File: config.mk
export PLATFORM = sky130hd
export DESIGN_NAME = route_range_cache
export DESIGN_NICKNAME = d
export VERILOG_FILES = /design/src/rtl/rrc_pkg.sv /design/src/rtl/rrc_index_sel.sv /design/src/rtl/rrc_way_match.sv /design/src/rtl/rrc_refill_ctrl.sv /design/src/rtl/route_range_cache.sv
export SDC_FILE = /design/constraint.sdc
export NUM_CORES = 2
export LEC_CHECK = 0
export ABC_AREA = 0
export ABC_CLOCK_PERIOD_IN_PS = 12200
export CORE_UTILIZATION = 40
export CTS_CLUSTER_DIAMETER = 40
export CTS_CLUSTER_SIZE = 40
export DETAILED_ROUTE_END_ITERATION = 16
export DONT_BUFFER_PORTS = 1
export SYNTH_ARGS = -nofsm -noshare
export SYNTH_HDL_FRONTEND = slang
export SYNTH_HIERARCHICAL = 1
export SYNTH_SLANG_ARGS = --single-unit
File: constraint.sdc
create_clock -name clk -period 12.2 [get_ports clk]
set_clock_uncertainty 0.1 [all_clocks]
set_input_delay 1.22 -clock clk [delete_from_list [all_inputs] [get_ports clk]]
set_output_delay 1.22 -clock clk [all_outputs]
set_load 0.01 [all_outputs]
File: src/rtl/rrc_pkg.sv
package rrc_pkg;
    parameter int ADDR_W = 32;
    parameter int IFC_W  = 8;
    parameter int POS_W  = 5;

    typedef enum logic [1:0] {
        RF_IDLE = 2'd0,
        RF_REQ  = 2'd1,
        RF_WAIT = 2'd2
    } rf_state_e;
endpackage

File: src/rtl/rrc_index_sel.sv
module rrc_index_sel #(
    parameter int IDX_K  = 4,
    parameter int ADDR_W = 32,
    parameter int POS_W  = 5
) (
    input  logic [ADDR_W-1:0]      addr_i,
    input  logic [POS_W-1:0]       shift_i,
    input  logic [IDX_K*POS_W-1:0] sel_i,
    output logic [IDX_K-1:0]       idx_o
);
    logic [ADDR_W-1:0] shifted;

    assign shifted = addr_i >> shift_i;

    // Each index bit picks one programmed position of the shifted address.
    for (genvar j = 0; j < IDX_K; j++) begin : g_bit
        assign idx_o[j] = shifted[sel_i[j*POS_W +: POS_W]];
    end
endmodule

File: src/rtl/rrc_way_match.sv
module rrc_way_match #(
    parameter int ADDR_W = 32
) (
    input  logic              valid_i,
    input  logic [ADDR_W-1:0] tag_i,
    input  logic [ADDR_W-1:0] mask_i,
    input  logic [ADDR_W-1:0] addr_i,
    output logic              hit_o
);
    // Range check via mask-and-compare over the masked prefix bits.
    assign hit_o = valid_i && ((addr_i & mask_i) == (tag_i & mask_i));
endmodule

File: src/rtl/rrc_refill_ctrl.sv
module rrc_refill_ctrl
    import rrc_pkg::*;
#(
    parameter int ADDR_W = 32
) (
    input  logic              clk,
    input  logic              rst_n,
    input  logic              miss_i,
    input  logic [ADDR_W-1:0] miss_addr_i,
    output logic              req_valid_o,
    input  logic              req_ready_i,
    output logic [ADDR_W-1:0] req_addr_o,
    input  logic              rsp_valid_i,
    output logic              rsp_ready_o,
    output logic              busy_o,
    output logic              install_o
);
    typedef struct packed {
        rf_state_e         st;
        logic [ADDR_W-1:0] addr;
    } rf_regs_t;

    rf_regs_t r_d, r_q;

    always_comb begin
        r_d = r_q;
        case (r_q.st)
            RF_IDLE: begin
                if (miss_i) begin
                    r_d.st   = RF_REQ;
                    r_d.addr = miss_addr_i;
                end
            end
            RF_REQ: begin
                if (req_ready_i) r_d.st = RF_WAIT;
            end
            RF_WAIT: begin
                if (rsp_valid_i) r_d.st = RF_IDLE;
            end
            default: r_d.st = RF_IDLE;
        endcase
    end

    always_ff @(posedge clk or negedge rst_n) begin
        if (!rst_n) begin
            r_q <= '{st: RF_IDLE, addr: '0};
        end else begin
            r_q <= r_d;
        end
    end

    assign req_valid_o = (r_q.st == RF_REQ);
    assign req_addr_o  = r_q.addr;
    assign rsp_ready_o = (r_q.st == RF_WAIT);
    assign busy_o      = (r_q.st != RF_IDLE);
    assign install_o   = rsp_valid_i && (r_q.st == RF_WAIT);

    // only one miss in flight; a new miss may only arrive while idle
    a_r5_single_miss: assert property (@(posedge clk) disable iff (!rst_n)
        miss_i |-> (r_q.st == RF_IDLE));

    // request held with stable address until accepted
    a_r5_req_hold: assert property (@(posedge clk) disable iff (!rst_n)
        (req_valid_o && !req_ready_i) |=> (req_valid_o && $stable(req_addr_o)));
endmodule

File: src/rtl/route_range_cache.sv
module route_range_cache
    import rrc_pkg::*;
#(
    parameter int IDX_K = 4
) (
    input  logic                     clk,
    input  logic                     rst_n,
    input  logic                     flush_i,
    input  logic [POS_W-1:0]         cfg_shift_i,
    input  logic [IDX_K*POS_W-1:0]   cfg_idx_sel_i,
    input  logic                     lk_valid_i,
    output logic                     lk_ready_o,
    input  logic [ADDR_W-1:0]        lk_addr_i,
    output logic                     res_valid_o,
    output logic                     res_hit_o,
    output logic                     res_miss_o,
    output logic [IFC_W-1:0]         res_ifc_o,
    output logic                     rf_req_valid_o,
    input  logic                     rf_req_ready_i,
    output logic [ADDR_W-1:0]        rf_req_addr_o,
    input  logic                     rf_rsp_valid_i,
    output logic                     rf_rsp_ready_o,
    input  logic [ADDR_W-1:0]        rf_rsp_tag_i,
    input  logic [ADDR_W-1:0]        rf_rsp_mask_i,
    input  logic [IFC_W-1:0]         rf_rsp_ifc_i
);
    localparam int SETS = 1 << IDX_K;
    localparam int NWAY = 2;

    typedef struct packed {
        logic             res_valid;
        logic             res_hit;
        logic             res_miss;
        logic [IFC_W-1:0] res_ifc;
        logic             empty;
    } ctl_t;

    ctl_t ctl_d, ctl_q;

    logic [NWAY-1:0]   vld_d  [SETS];
    logic [NWAY-1:0]   vld_q  [SETS];
    logic [SETS-1:0]   lru_d, lru_q;
    logic [ADDR_W-1:0] tag_d  [SETS][NWAY];
    logic [ADDR_W-1:0] tag_q  [SETS][NWAY];
    logic [ADDR_W-1:0] mask_d [SETS][NWAY];
    logic [ADDR_W-1:0] mask_q [SETS][NWAY];
    logic [IFC_W-1:0]  ifc_d  [SETS][NWAY];
    logic [IFC_W-1:0]  ifc_q  [SETS][NWAY];

    logic [IDX_K-1:0] lk_idx, fill_idx;
    logic [NWAY-1:0]  way_hit;
    logic             hit_any, hit_w, victim;
    logic             accept, busy, install, any_valid;

    // ---------------------------------------------------------------
    // Index extraction for the lookup address and the pending miss
    // ---------------------------------------------------------------
    rrc_index_sel #(.IDX_K(IDX_K), .ADDR_W(ADDR_W), .POS_W(POS_W)) u_lk_idx (
        .addr_i (lk_addr_i),
        .shift_i(cfg_shift_i),
        .sel_i  (cfg_idx_sel_i),
        .idx_o  (lk_idx)
    );

    rrc_index_sel #(.IDX_K(IDX_K), .ADDR_W(ADDR_W), .POS_W(POS_W)) u_fill_idx (
        .addr_i (rf_req_addr_o),
        .shift_i(cfg_shift_i),
        .sel_i  (cfg_idx_sel_i),
        .idx_o  (fill_idx)
    );

    // ---------------------------------------------------------------
    // Per-way mask-and-compare
    // ---------------------------------------------------------------
    for (genvar w = 0; w < NWAY; w++) begin : g_way
        rrc_way_match #(.ADDR_W(ADDR_W)) u_match (
            .valid_i(vld_q[lk_idx][w]),
            .tag_i  (tag_q[lk_idx][w]),
            .mask_i (mask_q[lk_idx][w]),
            .addr_i (lk_addr_i),
            .hit_o  (way_hit[w])
        );
    end

    assign hit_any = |way_hit;
    assign hit_w   = ~way_hit[0];   // way 0 has priority

    // ---------------------------------------------------------------
    // Refill sequencing
    // ---------------------------------------------------------------
    rrc_refill_ctrl #(.ADDR_W(ADDR_W)) u_refill (
        .clk        (clk),
        .rst_n      (rst_n),
        .miss_i     (accept && !hit_any),
        .miss_addr_i(lk_addr_i),
        .req_valid_o(rf_req_valid_o),
        .req_ready_i(rf_req_ready_i),
        .req_addr_o (rf_req_addr_o),
        .rsp_valid_i(rf_rsp_valid_i),
        .rsp_ready_o(rf_rsp_ready_o),
        .busy_o     (busy),
        .install_o  (install)
    );

    assign lk_ready_o = !busy;
    assign accept     = lk_valid_i && lk_ready_o;

    // Invalid way first, then the replacement pointer
    always_comb begin
        if (!vld_q[fill_idx][0])      victim = 1'b0;
        else if (!vld_q[fill_idx][1]) victim = 1'b1;
        else                          victim = lru_q[fill_idx];
    end

    // ---------------------------------------------------------------
    // Next-state computation
    // ---------------------------------------------------------------
    always_comb begin
        vld_d  = vld_q;
        lru_d  = lru_q;
        tag_d  = tag_q;
        mask_d = mask_q;
        ifc_d  = ifc_q;
        ctl_d  = ctl_q;

        ctl_d.res_valid = accept;
        ctl_d.res_hit   = accept && hit_any;
        ctl_d.res_miss  = accept && !hit_any;
        ctl_d.res_ifc   = (accept && hit_any) ? ifc_q[lk_idx][hit_w] : '0;

        if (accept && hit_any) begin
            lru_d[lk_idx] = ~hit_w;
        end

        if (install && !flush_i) begin
            tag_d[fill_idx][victim]  = rf_rsp_tag_i & rf_rsp_mask_i;
            mask_d[fill_idx][victim] = rf_rsp_mask_i;
            ifc_d[fill_idx][victim]  = rf_rsp_ifc_i;
            vld_d[fill_idx][victim]  = 1'b1;
            lru_d[fill_idx]          = ~victim;
            ctl_d.empty              = 1'b0;
        end

        if (flush_i) begin
            for (int s = 0; s < SETS; s++) begin
                vld_d[s] = '0;
            end
            lru_d       = '0;
            ctl_d.empty = 1'b1;
        end
    end

    // ---------------------------------------------------------------
    // Registers
    // ---------------------------------------------------------------
    always_ff @(posedge clk or negedge rst_n) begin
        if (!rst_n) begin
            ctl_q <= '{res_valid: 1'b0, res_hit: 1'b0, res_miss: 1'b0,
                       res_ifc: '0, empty: 1'b1};
            lru_q <= '0;
            for (int s = 0; s < SETS; s++) begin
                vld_q[s] <= '0;
            end
        end else begin
            ctl_q <= ctl_d;
            lru_q <= lru_d;
            vld_q <= vld_d;
        end
    end

    always_ff @(posedge clk) begin
        tag_q  <= tag_d;
        mask_q <= mask_d;
        ifc_q  <= ifc_d;
    end

    assign res_valid_o = ctl_q.res_valid;
    assign res_hit_o   = ctl_q.res_hit;
    assign res_miss_o  = ctl_q.res_miss;
    assign res_ifc_o   = ctl_q.res_ifc;

    always_comb begin
        any_valid = 1'b0;
        for (int s = 0; s < SETS; s++) begin
            any_valid = any_valid | (|vld_q[s]);
        end
    end

    // ---------------------------------------------------------------
    // Assertions
    // ---------------------------------------------------------------
    a_r1_one_cycle: assert property (@(posedge clk) disable iff (!rst_n)
        accept |=> res_valid_o);

    a_r1_exclusive: assert property (@(posedge clk) disable iff (!rst_n)
        res_valid_o |-> (res_hit_o != res_miss_o));

    a_r1_idle_quiet: assert property (@(posedge clk) disable iff (!rst_n)
        !res_valid_o |-> (!res_hit_o && !res_miss_o));

    a_r2_miss_ifc_zero: assert property (@(posedge clk) disable iff (!rst_n)
        res_miss_o |-> (res_ifc_o == '0));

    a_r5_miss_requests: assert property (@(posedge clk) disable iff (!rst_n)
        (accept && !hit_any) |=> (rf_req_valid_o && !lk_ready_o));

    a_r5_port_closed: assert property (@(posedge clk) disable iff (!rst_n)
        (rf_req_valid_o || rf_rsp_ready_o) |-> !lk_ready_o);

    a_r7_flush_clears: assert property (@(posedge clk) disable iff (!rst_n)
        flush_i |=> !any_valid);

    a_r10_cfg_locked: assert property (@(posedge clk) disable iff (!rst_n)
        (!ctl_q.empty && !flush_i) |=> ($stable(cfg_shift_i) && $stable(cfg_idx_sel_i)));

    a_r10_mask_shape: assert property (@(posedge clk) disable iff (!rst_n)
        install |-> (((~rf_rsp_mask_i) & ((~rf_rsp_mask_i) + 32'd1)) == 32'd0));
endmodule

; ---- Word level (Yosys, flattened, before mapping)
; Index checks and enable logic that the tools add are counted.
[totals]
regBits = 2397
latch_bits = 0
mem_bits_rw = 0
romBits = 0
input_bits = 135
word_cells = 246
memories = 0
[op_classes]
addsub = 0
mul = 0
div_mod_pow = 0
order_cmp = 16
eq_ne = 7
shift = 2
muxes = 69
bitwise = 12
n_reduce_logical = 21
[ops]
columns = cell, count
row1 = 1024-bit bitwise mux, 2
row2 = 64-bit binary-select mux with 4-bit select, 2
row3 = 64-bit 2-to-1 mux, 5
row4 = 256-bit bitwise mux, 1
row5 = 64-bit demux with 4-bit select, 1
row6 = 32-bit bitwise AND, 5
row7 = 16-bit 2-to-1 mux, 6
row8 = 32-bit 2-to-1 mux, 3
row9 = 16-bit binary-select mux with 4-bit select, 1
row10 = 16-bit demux with 4-bit select, 1
row11 = 32-bit equality test, 2
row12 = 32-bit by 5-bit right shift with 32-bit output, 2
row13 = 1-bit binary-select mux with 5-bit select, 8
row14 = 8-bit 2-to-1 mux, 5
row15 = 34-bit 2-to-1 mux, 1
row16 = 16-bit bitwise mux, 2
row17 = 32-bit demux with 1-bit select, 1
row18 = 32-bit bitwise OR, 1
row19 = 5-bit by 6-bit less-than comparator with 1-bit output (second input constant), 4
row20 = 2-bit binary-select mux with 4-bit select, 2
row21 = 1-bit 2-to-1 mux, 14
row22 = 2-bit 2-to-1 mux, 7
row23 = 1-bit logical AND, 12
row24 = 5-bit >= comparator (second input constant), 2
row25 = 26 further kinds, 37

; ---- Longest topological paths before layout
[logic_depth]
ltp_word = 18
mapped_depth = 29
mapped_depth_nobuf = 19

; ---- Modules after synthesis
; Netlist, hierarchy kept.
[by_module_without_submodules]
columns = mod, instances, cells_each, area_each_um2, seq_area_each_um2
row1 = route_range_cache, 1, 3550, 89744.8, 70662.8
row2 = rrc_index_sel, 2, 408, 3477.1, 0.0
row3 = rrc_refill_ctrl, 1, 111, 1559.0, 850.8
row4 = rrc_way_match, 2, 52, 465.4, 0.0

; ---- Least setup slack after synthesis
; OpenSTA, ideal clock, no wires.
[synth_timing]
path_type = input to register
from = in cfg_shift_i[2]
to = reg ifc_q[136] in the netlist's numbering, enable pin
setup_time_ns = 0.511
arrival_time_ns = 8.179
required_ns = 11.589
slack_ns = 3.409
stages = 17
cell_sequence = buf_2 buf_4 or4b_4 o21ai_2 a21oi_1 or2_1 mux4_2 or4b_1 o311ai_1 buf_6 buf_6 mux4_2 a22oi_1 nand2_1 o21ai_4 buf_6 nor2b_1
[synth_rtl]
columns = element, line
row1 = from (decl), route_range_cache.sv:9  ; input logic [POS_W-1:0] cfg_shift_i,
row2 = to (signal assigned), route_range_cache.sv:174  ; ifc_q <= ifc_d;
row3 = to (decl), route_range_cache.sv:48  ; logic [IFC_W-1:0] ifc_q [SETS][NWAY];

==> run_results.csv <==
group,metric,value,unit
outcome,status,"complete, no violations",
routing,ant_nets,0,
cells_and_area,mostFrequentLayoutCells,"2304 x edfxtp_1, 814 x mux4_2, 344 x clkbuf_16",
timing,tightestPinTransition,1260,ps
grt,grt_use_total,22.2,%
power_and_ir_drop,power_frac_comb,11.9,%
power_and_ir_drop,swShare,25.1,%
timing,fin_ws,3580,ps
synth,ys_ff_latch,2397,
cells_and_area,fill_cells,20100,
synth,synthDistinctLibCells,77,
synth,yosysSeqAreaShare,72.1,%
cells_and_area,seqCellArea,71500,um2
synth,async_flop_share,3.88,%
power_and_ir_drop,irDropWorstVdd,0.160,mV
timing,grt_setup_unrepaired,"false",
critical_path,rrSetupSlack,4940,ps
clock_tree,clock_sinks,2397,
critical_path,cp-end-kind,"flop",
critical_path,cp_top_family,"simple AND/OR/NAND/NOR gates",
worst_hold_path,hold_class,"in2async",
placement,portBuffers,0,
clock_tree,cts_buffer_depth,4,
cells_and_area,nets,4840,
synth,synth_edf_count,2304,
critical_path,crit_required,12930,ps
critical_path,max_stage_delay,890,ps
grt,grt_max_degree,134,
cells_and_area,drive_gt1_share,32.4,%
die,fp.dieH,500,um
die,rows,182,
routing,via_per_inst,6.12,
critical_path,worstSetupPathType,"in2reg",
placement,routabilityCongestion,0.901,
critical_path,rr_worst_depth,16,
routing,drc_errors,0,
routing,drt_iter0_markers,6591,
critical_path,critPathBufInv,3,
power_and_ir_drop,p_clk_share,45.0,%
critical_path,start_kind,"input port",
routing,route.met3.wl,24.0,mm
power_and_ir_drop,p_int,16.1,mW
clock_tree,clk_latency,950,ps
synth,post_synth.cell_area_avg,21.7,um2
placement,post-place-ws,2720,ps
timing,min_period_over_period,70.6,%
critical_path,regToRegStartpoint,"u_refill/req_addr_o[31]",
power_and_ir_drop,power_frac_seq,43.1,%
synth,postSynthNetCount,4716,
timing,tns,0,ps
clock_tree,cts.repair.resized,0,
routing,top_layer,"met5",
cells_and_area,syn2layout_area_growth,15.4,%
routing,first_pass_iters,7,
timing,slew_viol_final,0,
routing,wirelength,279,mm
cells_and_area,finalCoreUtilization,46.5,%
timing,setup_viol,0,
timing,slew_headroom,15.9,%
synth,postSynthCellCount,4581,
grt,grt_pass1_vias,50700,
critical_path,cp_common_cell,"mux4_2",
clock_tree,numCtsBuffers,337,
flow_run,maxCapViolCount,0,
critical_path,r2r-end,"mask_q[425]",
timing,hold_viol,0,
placement,hpwl,150,mm
routing,wl_met2,135,mm
die,ios,181,
clock_tree,path_clk_slew,60,ps
routing,met1_length,113,mm
timing,period_needed,8620,ps
die,coreArea,246000,um2
die,initial_utilization,40.3,%
routing,wl_per_cell,33.6,um
grt,overflow,0,
synth,synth_area,99200,um2
die,dieArea,250000,um2
grt,grt_pass1_wl,393,mm
grt,antenna_found_initial,36,
clock_tree,clock-root-buffer,"clkbuf_16",
synth,yosysWarnings,6,
clock_tree,htreeDepth,5,
critical_path,cp_max_fo,86,
timing,fmax,0.116,GHz
synth,synthFlopType,"edfxtp_1",
critical_path,path_cells,"clkinv_1 > mux4_2 > nor3_1 > a31oi_1 > mux4_2 > a21boi_0 > a311o_2 > buf_4 > buf_12 > mux4_2 > mux4_2 > xor2_1 > a22o_1 > a221oi_2 > nand4_1 > nor3_4 > nor2_1 > nor3_2 > a22o_1",
power_and_ir_drop,p_leak,35.8,nW
cells_and_area,final_common_cell,"edfxtp_1",
routing,via_count,50700,
clock_tree,tritoncts,"built",
critical_path,arrival,9350,ps
power_and_ir_drop,p_per_area,188,nW/um2
die,die_width,500,um
critical_path,critical-path-slowest-cell,"nor3_4",
power_and_ir_drop,switchingPower,5.41,mW
cells_and_area,multi_input_area,26200,um2
timing,whs,116,ps
## worst reg2reg max path, stage by stage (launching register included)
cell	delay, ps
dfrtp_1	660
or4b_4	580
o21ai_2	140
a21oi_1	50
or2_1	310
mux4_2	460
or4b_1	530
o311ai_4	110
buf_4	360
mux4_2	580
a22oi_1	240
nand2_2	280
o21ai_4	130
buf_4	430
and2b_4	450
buf_4	640
buf_4	860
## power by group through the flow
stage | Combinational [mW] | Clock (mW) | Sequential, mW
floorplan | 2.02 | 0 | 9.31
detailed placement | 2.57 | 0 | 9.46
finish | 2.56 | 9.69 | 9.29
global route | 2.70 | 10.1 | 9.30
global placement | 2.56 | 0 | 9.46
CTS | 2.59 | 9.81 | 9.29
## layer usage
metal,vias up,GRT usage [%]
met5,-,0
met3,512,4.67
li1,20100,-
met1,27700,30.9
met4,16,5.65
met2,2471,35.7
## synth_stat cells (24+ instances only)
library cell	count	area, um2
a21oi_1	59	295
a22o_1	27	236
and2_1	36	225
buf_2	90	450
buf_4	45	338
clkbuf_1	142	533
dfrtp_1	93	2330
edfxtp_1	2304	69200
inv_1	57	214
mux2_2	64	721
mux2i_1	68	681
mux4_2	814	18300
nand2_1	73	274
nand3_1	50	250
nor2_1	66	248
nor2b_1	30	188
nor4_1	24	150
o21ai_0	26	130
o22ai_1	40	250
xor2_1	64	561
## sequential cells by signal, indices dropped and copies added, names as in the netlist
register,flops
vld_q,32
res_valid_o,1
u_refill/r_q,2
res_ifc_o,8
res_hit_o,1
tag_q,1024
mask_q,1024
res_miss_o,1
u_refill/req_addr_o,32
ifc_q,256
lru_q,16
## kinds of logic (layout without fill, tap and decap cells)
kind of cell	count (synthesis)	in the layout	share of synthesized area, %
AOI/OAI and AO/OA	379	379	2.89
buffers and inverters	369	762	1.78
muxes	968	968	20.4
and+or+nand+nor	404	404	2.22
xor gates and xnor gates	64	64	0.565
other	0	4	0
DFF	2397	2397	72.1
## final cells by class
class | count | area share [%]
antenna | 4 | 0.00874
clock buffer | 360 | 7.57
clock inverter | 248 | 2.27
inverter | 63 | 0.207
multi-input combinational | 1815 | 22.9
sequential | 2397 | 62.5
tap | 3312 | 3.62
timing repair buffer | 91 | 0.953
## repair_timing
action / CTS / global route
buffers inserted: 0 / 0
endpoints found under the hold margin: 93 / 0
hold buffers: 1 / 0
endpoints found under the setup margin: 0 / 0
## metrics by stage
step	std cells	cell area [um2]	power, mW
global route	8286	114000	22.1
finish	8290	114000	21.5
CTS	8286	114000	21.7
detailed placement	7677	103000	12.0
global placement	7677	103000	12.0
floorplan	4581	99200	11.3
## worst max-delay path by stage
stage	from	to	slack (ps)	cells past startpoint
3_5_place_dp	cfg_shift_i[1]	res_ifc_o[6]	2720	19
2_1_floorplan	cfg_shift_i[2]	ifc_q[136]	3410	17
6_report	cfg_shift_i[2]	res_ifc_o[1]	3580	19
3_3_place_gp	cfg_shift_i[1]	lru_q[13]	2850	21
4_1_cts	cfg_shift_i[0]	res_ifc_o[1]	3690	19
5_1_grt	cfg_shift_i[1]	lru_q[14]	3300	21
(Power assumes the default switching activity.)
